[src/rtl/kwdt_pkg.sv]
package kwdt_pkg;
  localparam int RELOAD_W = 12;
  localparam int KEY_W    = 12;
  localparam logic [KEY_W-1:0] MODE_KEY  = 12'hABC;
  localparam logic [KEY_W-1:0] TIMER_KEY = 12'h248;
  localparam logic [31:0]      KICK_WORD = 32'h0000_1999;
  localparam logic [1:0] SEL_MODE   = 2'd0;
  localparam logic [1:0] SEL_TIMER  = 2'd1;
  localparam logic [1:0] SEL_KICK   = 2'd2;
  localparam logic [1:0] SEL_STATUS = 2'd3;

  typedef struct packed {
    logic [1:0] pulse_code;
    logic       irq_en;
    logic       rst_en;
    logic       enable;
  } mode_t;

  typedef struct packed {
    logic [RELOAD_W-1:0] reload;
    logic [1:0]          psel;
  } timer_t;
endpackage

[src/rtl/kwdt_regs.sv]
module kwdt_regs
  import kwdt_pkg::*;
(
  input  logic        clk,
  input  logic        rst,
  input  logic [3:0]  addr,
  input  logic        wr_en,
  input  logic [31:0] wr_data,
  input  logic        status,
  output mode_t       mode_q,
  output timer_t      timer_q,
  output logic        kick,
  output logic [31:0] rd_data
);
  logic [1:0] sel;
  logic mode_ok, timer_ok;
  assign sel      = addr[3:2];
  assign mode_ok  = wr_en && sel == SEL_MODE  && wr_data[23:12] == MODE_KEY;
  assign timer_ok = wr_en && sel == SEL_TIMER && wr_data[25:14] == TIMER_KEY;
  assign kick     = wr_en && sel == SEL_KICK  && wr_data == KICK_WORD;

  always_ff @(posedge clk) begin
    if (rst) begin
      mode_q  <= '0;
      timer_q <= '0;
    end else begin
      if (mode_ok) begin
        mode_q.enable     <= wr_data[0];
        mode_q.rst_en     <= wr_data[1];
        mode_q.irq_en     <= wr_data[2];
        mode_q.pulse_code <= wr_data[5:4];
      end
      if (timer_ok) begin
        timer_q.reload <= wr_data[13:2];
        timer_q.psel   <= wr_data[1:0];
      end
    end
  end

  always_ff @(posedge clk) begin
    if (rst) rd_data <= '0;
    else begin
      rd_data <= '0;
      case (sel)
        SEL_MODE:   rd_data <= {26'd0, mode_q.pulse_code, 1'b0,
                                mode_q.irq_en, mode_q.rst_en, mode_q.enable};
        SEL_TIMER:  rd_data <= {18'd0, timer_q.reload, timer_q.psel};
        SEL_STATUS: rd_data <= {31'd0, status};
        default:    rd_data <= '0;
      endcase
    end
  end

  a_r2_mode_key_guard: assert property (@(posedge clk) disable iff (rst)
    (wr_en && sel == SEL_MODE && wr_data[23:12] != MODE_KEY) |=> $stable(mode_q));
  a_r3_timer_key_guard: assert property (@(posedge clk) disable iff (rst)
    (wr_en && sel == SEL_TIMER && wr_data[25:14] != TIMER_KEY) |=> $stable(timer_q));
endmodule

[src/rtl/kwdt_prescaler.sv]
module kwdt_prescaler #(
  parameter int PRE_W = 12
) (
  input  logic       clk,
  input  logic       rst,
  input  logic       enable,
  input  logic       clear,
  input  logic [1:0] psel,
  output logic       tick
);
  logic [PRE_W-1:0] pre_q;
  logic [PRE_W:0]   span;
  logic [4:0]       shift;

  assign shift = 5'd3 * ({3'd0, psel} + 5'd1);
  assign span  = ((PRE_W+1)'(1) << shift) - (PRE_W+1)'(1);
  assign tick  = enable && ({1'b0, pre_q} == span);

  always_ff @(posedge clk) begin
    if (rst || clear || !enable || tick) pre_q <= '0;
    else                                 pre_q <= pre_q + 1'b1;
  end

  a_r5_no_tick_after_clear: assert property (@(posedge clk) disable iff (rst)
    clear |=> !tick);
endmodule

[src/rtl/kwdt_counter.sv]
module kwdt_counter
  import kwdt_pkg::*;
#(
  parameter int FILL_W = 12,
  localparam int CNT_W = RELOAD_W + FILL_W
) (
  input  logic                clk,
  input  logic                rst,
  input  logic                enable,
  input  logic                tick,
  input  logic                kick,
  input  logic [RELOAD_W-1:0] reload,
  input  logic                rst_en,
  input  logic                irq_en,
  input  logic [1:0]          pulse_code,
  output logic                status,
  output logic                irq_o,
  output logic                rst_o
);
  logic [CNT_W-1:0] cnt_q;
  logic [4:0] pulse_q, pulse_d;
  logic hit;

  assign hit = enable && tick && !kick && cnt_q == CNT_W'(1);

  always_ff @(posedge clk) begin
    if (rst) cnt_q <= '1;
    else if (kick) cnt_q <= {reload, {FILL_W{1'b1}}};
    else if (enable && tick && cnt_q != '0) cnt_q <= cnt_q - 1'b1;
  end

  always_ff @(posedge clk) begin
    if (rst || kick) begin
      status <= 1'b0;
      irq_o  <= 1'b0;
    end else if (hit) begin
      status <= 1'b1;
      if (irq_en) irq_o <= 1'b1;
    end
  end

  always_comb begin
    if (hit && rst_en)      pulse_d = 5'd2 << pulse_code;
    else if (pulse_q != 0)  pulse_d = pulse_q - 5'd1;
    else                    pulse_d = 5'd0;
  end

  always_ff @(posedge clk) begin
    if (rst) begin
      pulse_q <= '0;
      rst_o   <= 1'b0;
    end else begin
      pulse_q <= pulse_d;
      rst_o   <= pulse_d != 5'd0;
    end
  end

  a_r7_hold_when_off: assert property (@(posedge clk) disable iff (rst)
    (!enable && !kick) |=> $stable(cnt_q));
  a_r6_kick_clears: assert property (@(posedge clk) disable iff (rst)
    kick |=> (!status && !irq_o));
  a_r8_flag_at_zero: assert property (@(posedge clk) disable iff (rst)
    $rose(status) |-> cnt_q == '0);
  a_r8_irq_needs_flag: assert property (@(posedge clk) disable iff (rst)
    irq_o |-> status);
  a_r9_pulse_with_flag: assert property (@(posedge clk) disable iff (rst)
    $rose(rst_o) |-> status);
endmodule

[src/rtl/keyed_watchdog.sv]
module keyed_watchdog
  import kwdt_pkg::*;
#(
  parameter int FILL_W = 12,
  parameter int PRE_W  = 12
) (
  input  logic        clk,
  input  logic        rst,
  input  logic [3:0]  addr,
  input  logic        wr_en,
  input  logic [31:0] wr_data,
  output logic [31:0] rd_data,
  output logic        irq_o,
  output logic        rst_o
);
  mode_t  mode_q;
  timer_t timer_q;
  logic kick, tick, status;

  kwdt_regs u_regs (
    .clk(clk), .rst(rst), .addr(addr), .wr_en(wr_en), .wr_data(wr_data),
    .status(status), .mode_q(mode_q), .timer_q(timer_q), .kick(kick),
    .rd_data(rd_data)
  );

  kwdt_prescaler #(.PRE_W(PRE_W)) u_pre (
    .clk(clk), .rst(rst), .enable(mode_q.enable), .clear(kick),
    .psel(timer_q.psel), .tick(tick)
  );

  kwdt_counter #(.FILL_W(FILL_W)) u_cnt (
    .clk(clk), .rst(rst), .enable(mode_q.enable), .tick(tick), .kick(kick),
    .reload(timer_q.reload), .rst_en(mode_q.rst_en), .irq_en(mode_q.irq_en),
    .pulse_code(mode_q.pulse_code), .status(status), .irq_o(irq_o),
    .rst_o(rst_o)
  );
endmodule

[config.mk]
export PLATFORM = sky130hd
export DESIGN_NAME = keyed_watchdog
export DESIGN_NICKNAME = d
export VERILOG_FILES = /design/src/rtl/kwdt_pkg.sv /design/src/rtl/kwdt_regs.sv /design/src/rtl/kwdt_prescaler.sv /design/src/rtl/kwdt_counter.sv /design/src/rtl/keyed_watchdog.sv
export SDC_FILE = /design/constraint.sdc
export NUM_CORES = 1
export LEC_CHECK = 0
export BUFFER_PORTS_ARGS = -buffer_cell sky130_fd_sc_hd__buf_4
export CELL_PAD_IN_SITES_DETAIL_PLACEMENT = 1
export CELL_PAD_IN_SITES_GLOBAL_PLACEMENT = 1
export CORE_UTILIZATION = 42
export DETAILED_ROUTE_END_ITERATION = 6
export GPL_ROUTABILITY_DRIVEN = 0
export GPL_TIMING_DRIVEN = 0
export PLACE_DENSITY = 0.81
export RECOVER_POWER = 25
export SYNTH_ARGS = -nofsm -noshare
export SYNTH_HDL_FRONTEND = slang
export SYNTH_SLANG_ARGS = --single-unit
[constraint.sdc]
create_clock -name clk -period 4.9 [get_ports clk]
set_input_delay 0.49 -clock clk [delete_from_list [all_inputs] [get_ports clk]]
set_output_delay 0.49 -clock clk [all_outputs]
set_load 0.03 [all_outputs]
Word-level counts from Yosys, hierarchy flattened
Index checks and enable logic that the tools add are counted.
{"block": "word_totals", "out_inout_bits": 34, "elab_cells": 59, "register_bits": 95}
{"block": "classes", "multipliers": 1, "add_sub_neg": 5, "shift": 2, "n_eq_ne": 8, "mux": 5, "n_reduce_logical": 24}
{"operator": "24-bit 2-to-1 mux", "count": 2}
{"operator": "14-bit case mux with 3 select lines", "count": 1}
{"operator": "32-bit by 13-bit == test with 1-bit output (second input constant)", "count": 1}
{"operator": "24-bit by 1-bit == test with 1-bit output (second input constant)", "count": 1}
{"operator": "24-bit nonzero test", "count": 1}
{"operator": "24-bit by 1-bit subtractor with 24-bit output (second input constant)", "count": 1}
{"operator": "12-bit by 13-bit == test with 1-bit output", "count": 1}
{"operator": "1-bit by 5-bit << shifter with 13-bit output (first input constant)", "count": 1}
{"operator": "13-bit by 2-bit subtractor with 13-bit output (second input constant)", "count": 1}
{"operator": "12-bit by 1-bit adder with 12-bit output (second input constant)", "count": 1}
{"operator": "12-bit by 10-bit == test with 1-bit output (second input constant)", "count": 1}
{"operator": "12-bit == test (second input constant)", "count": 1}
{"operator": "1-bit logical AND", "count": 12}
{"operator": "5-bit 2-to-1 mux", "count": 2}
{"operator": "5-bit nonzero test", "count": 2}
{"operator": "2-bit by 5-bit multiplier with 5-bit output (first input constant)", "count": 1}
{"operator": "2-bit by 2-bit << shifter with 5-bit output (first input constant)", "count": 1}
{"operator": "5-bit by 1-bit subtractor with 5-bit output (second input constant)", "count": 1}
{"operator": "2-bit == test (second input constant)", "count": 2}
{"operator": "2-bit by 1-bit adder with 3-bit output (second input constant)", "count": 1}
{"operator": "1-bit logical OR", "count": 3}
{"operator": "2-bit by 1-bit == test with 1-bit output (second input constant)", "count": 1}
{"operator": "1-bit logical NOT", "count": 2}
{"operator": "2-bit logical NOT", "count": 1}
{"operator": "3 further kinds", "count": 3}

Longest topological paths before layout
{"block": "depth", "word_depth": 12, "depth_mapped": 13, "ltp_nobuf": 12}

Hierarchy
From an unflattened synthesis, not the netlist that was laid out.
{"block": "hier_totals", "cells_unflattened": 439, "area_unflattened_um2": 4051.4}
{"mod": "kwdt_counter", "cells_each": 210, "area_each_um2": 1737.9, "instances": 1, "seq_area_each_um2": 640.6}
{"mod": "kwdt_regs", "cells_each": 157, "area_each_um2": 1632.8, "instances": 1, "seq_area_each_um2": 660.6}
{"mod": "kwdt_prescaler", "cells_each": 72, "area_each_um2": 680.7, "instances": 1, "seq_area_each_um2": 240.2}

Least setup slack after synthesis
No wires, ideal clock.
{"block": "synth_timing", "path_kind": "register to register", "from": "reg, netlist name u_regs.timer_q[0]", "to": "reg u_cnt.pulse_q[1]", "arrival_ps": 3282, "required_ps": 4779, "path_stages_with_launch": 13, "path_slack_ps": 1497, "setup_ps": 121, "cell_sequence": "dfxtp_1 -> inv_1 -> ha_1 -> ha_1 -> nor4b_1 -> a32oi_2 -> ha_1 -> xor2_1 -> o211ai_1 -> nor2_1 -> nand4_4 -> nor4_4 -> mux2_2"}
{"block": "synth_via", "elab_chain_cells": 11}
{"element": "2-bit by 1-bit adder with 3-bit output", "line_no": "kwdt_prescaler.sv:15", "rtl": "assign shift = 5'd3 * ({3'd0, psel} + 5'd1);"}
{"element": "2-bit by 5-bit multiplier with 5-bit output", "line_no": "kwdt_prescaler.sv:15"}
{"element": "1-bit by 5-bit << shifter with 13-bit output", "line_no": "kwdt_prescaler.sv:16", "rtl": "assign span = ((PRE_W+1)'(1) << shift) - (PRE_W+1)'(1);"}
{"element": "13-bit by 2-bit subtractor with 13-bit output", "line_no": "kwdt_prescaler.sv:16"}
{"element": "12-bit by 13-bit == test with 1-bit output", "line_no": "kwdt_prescaler.sv:17", "rtl": "assign tick = enable && ({1'b0, pre_q} == span);"}
{"element": "1-bit logical AND", "line_no": "kwdt_prescaler.sv:17"}
{"element": "1-bit logical AND (3 in a row)", "line_no": "kwdt_counter.sv:24", "rtl": "assign hit = enable && tick && !kick && cnt_q == CNT_W'(1);"}
{"element": "1-bit logical AND", "line_no": "kwdt_counter.sv:43", "rtl": "if (hit && rst_en) pulse_d = 5'd2 << pulse_code;"}
{"element": "5-bit 2-to-1 mux", "line_no": "kwdt_counter.sv:43"}
{"element": "end signal, assigned", "line_no": "kwdt_counter.sv:53", "rtl": "pulse_q <= pulse_d;"}
{"element": "end, declared", "line_no": "kwdt_counter.sv:21", "rtl": "logic [4:0] pulse_q, pulse_d;"}
Every way passes these cells.
A chain may end at the register's enable or synchronous reset.

Final worst setup path
{"block": "layout_timing", "from": "reg, netlist name u_regs.timer_q[0]", "to": "reg u_cnt.cnt_q[4]"}
{"block": "layout_via", "elab_chain_cells": 8}
{"element": "2-bit by 1-bit adder with 3-bit output", "line_no": "kwdt_prescaler.sv:15"}
{"element": "2-bit by 5-bit multiplier with 5-bit output", "line_no": "kwdt_prescaler.sv:15"}
{"element": "1-bit by 5-bit << shifter with 13-bit output", "line_no": "kwdt_prescaler.sv:16"}
{"element": "13-bit by 2-bit subtractor with 13-bit output", "line_no": "kwdt_prescaler.sv:16"}
{"element": "12-bit by 13-bit == test with 1-bit output", "line_no": "kwdt_prescaler.sv:17"}
{"element": "1-bit logical AND", "line_no": "kwdt_prescaler.sv:17"}
{"element": "1-bit logical AND (2 in a row)", "line_no": "kwdt_counter.sv:29", "rtl": "else if (enable && tick && cnt_q != '0) cnt_q <= cnt_q - 1'b1;"}
{"element": "end signal, assigned", "line_no": "kwdt_counter.sv:28", "rtl": "else if (kick) cnt_q <= {reload, {FILL_W{1'b1}}};"}
{"element": "end signal, assigned", "line_no": "kwdt_counter.sv:29"}
{"element": "end, declared", "line_no": "kwdt_counter.sv:20", "rtl": "logic [CNT_W-1:0] cnt_q;"}
Every way passes these cells.

==> results.rst <==
.. list-table::
   :header-rows: 1

   * - Metric
     - Value
   * - Run status
     - completed
   * - Share of the synthesized area in the top cell type
     - 0.346
   * - Worst setup path startpoint
     - u_regs.timer_q[0]
   * - Unrepaired setup endpoints after global routing
     - no
   * - Average wire per standard cell
     - 17.5 um
   * - Largest net degree at the start of global routing
     - 16
   * - HPWL reported at the end of detailed placement
     - 10000 um
   * - Worst clock skew
     - 0.00660 ns
   * - Dominant cell type by area after synthesis
     - dfxtp_1
   * - Crit Path Class
     - register to register
   * - Clock input transition at the sequential cells of the worst setup and hold paths
     - 0.09 ns
   * - Leakage
     - 1.92 nW
   * - Most area-consuming cells after synthesis
     - dfxtp_1 (35%), nor2_1 (5.2%), mux2i_1 (4.3%), ha_1 (4.2%), nand2_1 (3.6%)
   * - Global-route wire length before repair
     - 21800 um
   * - Max Clock Freq
     - 243 MHz
   * - Most numerous cell in the Yosys netlist
     - dfxtp_1
   * - Synthesized cell area
     - 0.00446 sq mm
   * - Std-Cell Core Area
     - 0.0103 sq mm
   * - Largest stage delay on the critical path
     - 0.48 ns
   * - Maximum clock insertion buffer count
     - 2
   * - Number of inserted filler cells in the final layout
     - 1300
   * - Setup violation total in the final timing report
     - 0
   * - Clock tree root buffer cell
     - clkbuf_8
   * - Share of layout cells above drive strength 1
     - 0.157
   * - Number of vias in the routed layout
     - 4319
   * - Fin util
     - 0.505
   * - Global routing usage summed across all routing layers
     - 0.253
   * - CTS Hold Buffers Added
     - 0
   * - Horizontal die dimension
     - 105 um
   * - Largest driver fanout on the critical path
     - 10
   * - Arrival time worst endpoint
     - 4.35 ns
   * - Latest clock arrival within the worst-skew pair
     - 0.38 ns
   * - Cell Rows
     - 37
   * - Worst slew margin relative to its limit
     - 0.353
   * - Number of instances in the synthesized netlist
     - 534
   * - Most instantiated cells after synthesis
     - dfxtp_1 (77), nor2_1 (62), nand2_1 (43)
   * - Initial Util
     - 0.432
   * - Cell breakdown of the critical path
     - inv_1 -> ha_1 -> ha_1 -> nor4b_1 -> a32oi_2 -> ha_1 -> xor2_1 -> o211ai_1 -> nor2_1 -> nand4_4 -> clkbuf_1 -> o41ai_1 -> nand3_1
   * - Via count of the first global-routing pass
     - 4352
   * - Die Height
     - 105 um
   * - Inserted Clock Buffers
     - 9
   * - Count of inserted antenna diode cells
     - 0
   * - Worst Slack Setup Final
     - 0.787 ns
   * - Hold Worst Slack
     - 0.367 ns
   * - Total of warnings raised by yosys
     - 0
   * - Critical path data required time
     - 5.13 ns
   * - Tcrit/Tclk final
     - 0.839
   * - TNS Setup
     - 0 ns
   * - Area of combinational cells with multiple inputs
     - 0.00267 sq mm
   * - Total placed cells including tap cells
     - 737
   * - Peak ir drop on the vdd network
     - 0.000170 V
   * - Leading register cell type out of synthesis
     - dfxtp_1
   * - DRC errors left
     - 0
   * - Origin of the critical flop-to-flop path
     - u_regs.timer_q[0]
   * - Synthesized area per cell
     - 8.35 sq um
   * - Buffers & Inverters on Critical Path
     - 2
   * - Number of nets in the layout
     - 666
   * - Kind of cell adding the most delay to the critical path
     - simple AND/OR/NAND/NOR gates
   * - Distinct cell type count after synthesis
     - 61
   * - Number of routed nets with antenna violations
     - 0
   * - Proportion of register bits with asynchronous set or reset after synthesis
     - 0
   * - Post-Place Worst Slack
     - 0.892 ns
   * - Slew Viols, Final
     - 0
   * - IO buf count
     - 50
   * - H-tree depth
     - 3
   * - Overflow after GRT
     - 0
   * - Max-cap check violation count
     - 0
   * - Layout Cells excl Fill
     - 753
   * - Synth Register Bits
     - 77
   * - Storage element area
     - 0.00154 sq mm
   * - Final wirelength
     - 13200 um
   * - P per Cell Area
     - 279 mW/mm^2
   * - P&R area growth vs syn
     - 17.0%
   * - Vias per cell
     - 5.74
   * - Beginning of the worst hold path
     - wr_data[8]
   * - Crit path max-delay cell type
     - o41ai_1
   * - Internal reg-to-reg setup slack
     - 0.79 ns
   * - Min Tclk post-route
     - 4.11 ns
   * - Hold crit path type
     - primary input to register
   * - Length of the first detailed-routing pass in iterations
     - 4
   * - Worst setup EP type
     - register
   * - Count of routing violations after the opening detailed-route iteration
     - 191
   * - Most frequent CP cell
     - ha_1
   * - Post-CTS Resized
     - 0
   * - Total setup buffers inserted after CTS
     - 0
   * - Number of top-level design ports
     - 73
   * - Least-Margin Pin Slew
     - 0.963 ns
   * - Endpoints failing hold
     - 0
   * - Sort of element at the start of the critical path
     - register
   * - Count of flip-flops with a built-in enable after synthesis
     - 0
   * - TritonCTS clock tree
     - yes
   * - Number of clock sinks
     - 77
   * - Antenna violations before repair
     - 0
   * - Share of the yosys chip area belonging to registers
     - 0.346
   * - Die Outline Area
     - 0.0110 sq mm
[cell usage in the layout (no fill, tap or decap), types with 15 or more instances in the layout]
master and n:
nand4_1 17, inv_1 15, mux2i_1 19, dfxtp_1 77, nor4_1 15, buf_4 54
nor3_1 31, nor2_1 62, ha_1 15, nand2_1 43, clkbuf_1 32, nand3_1 21
conb_1 18, a21oi_1 22
[sequential cells by signal, indices dropped and copies added, names as in the netlist]
signal,count
u_cnt.status,1
u_cnt.pulse_q,5
u_cnt.rst_o,1
u_cnt.cnt_q,24
u_pre.pre_q,12
u_cnt.irq_o,1
u_regs.mode_q,5
u_regs.rd_data,14
u_regs.timer_q,14
[worst paths after layout]
path                            cells after the start           endpoint
worst max register to register                     13     u_cnt.cnt_q[4]
worst min register to register                      1        u_cnt.irq_o
worst max-delay path                               13     u_cnt.cnt_q[4]
worst min-delay path                                3  u_regs.timer_q[8]
[layer usage]
layer  GRT usage  up-vias  part of all wire
met3      0.0430       23             0.044
met1       0.313     2119              0.45
met2       0.424      112              0.48
met5           0        -                 0
li1            -     2065                 -
met4       0.122        0             0.024
[cell type report]
class                   instances  share of cell area
clock buffers                   9              0.0237
multi-input cells             414               0.512
clock inverters                 7              0.0153
repair buffers                 50              0.0612
well taps                     136              0.0326
flip-flops and latches         77               0.295
plain buffers                  45              0.0489
inverters                      15              0.0108
[where the power goes]
part / switching [mW] / internal (mW) / total (mW)
Combinational: 0.143 / 0.113 / 0.256
Sequential: 0.0325 / 0.659 / 0.691
Clock: 0.266 / 0.241 / 0.507
Total: 0.442 / 1.01 / 1.45
[logic make-up after synthesis]
family | after synthesis | synth area share
AND/OR/NAND/NOR | 260 | 0.319
flip-flops | 77 | 0.346
AO/OA/AOI/OAI | 76 | 0.120
buffers and inverters | 60 | 0.0698
multiplexers | 23 | 0.0527
XOR/XNOR | 22 | 0.0499
adder cells (fa/ha/maj) | 15 | 0.0421
other | 1 | 0.000841
[metrics by stage]
stage               power (mW)  cell area [sq um]
floorplan                0.883               4520
global placement         0.947               5070
detailed placement       0.963               5070
CTS                       1.47               5270
global route              1.52               5220
finish                    1.45               5220
[tightest hold or removal path, cell delays in order]
cell and delay, ns:
buf_4 0.11, nand2_1 0.05, a21oi_1 0.05
Power figures use the tool's default switching activity.
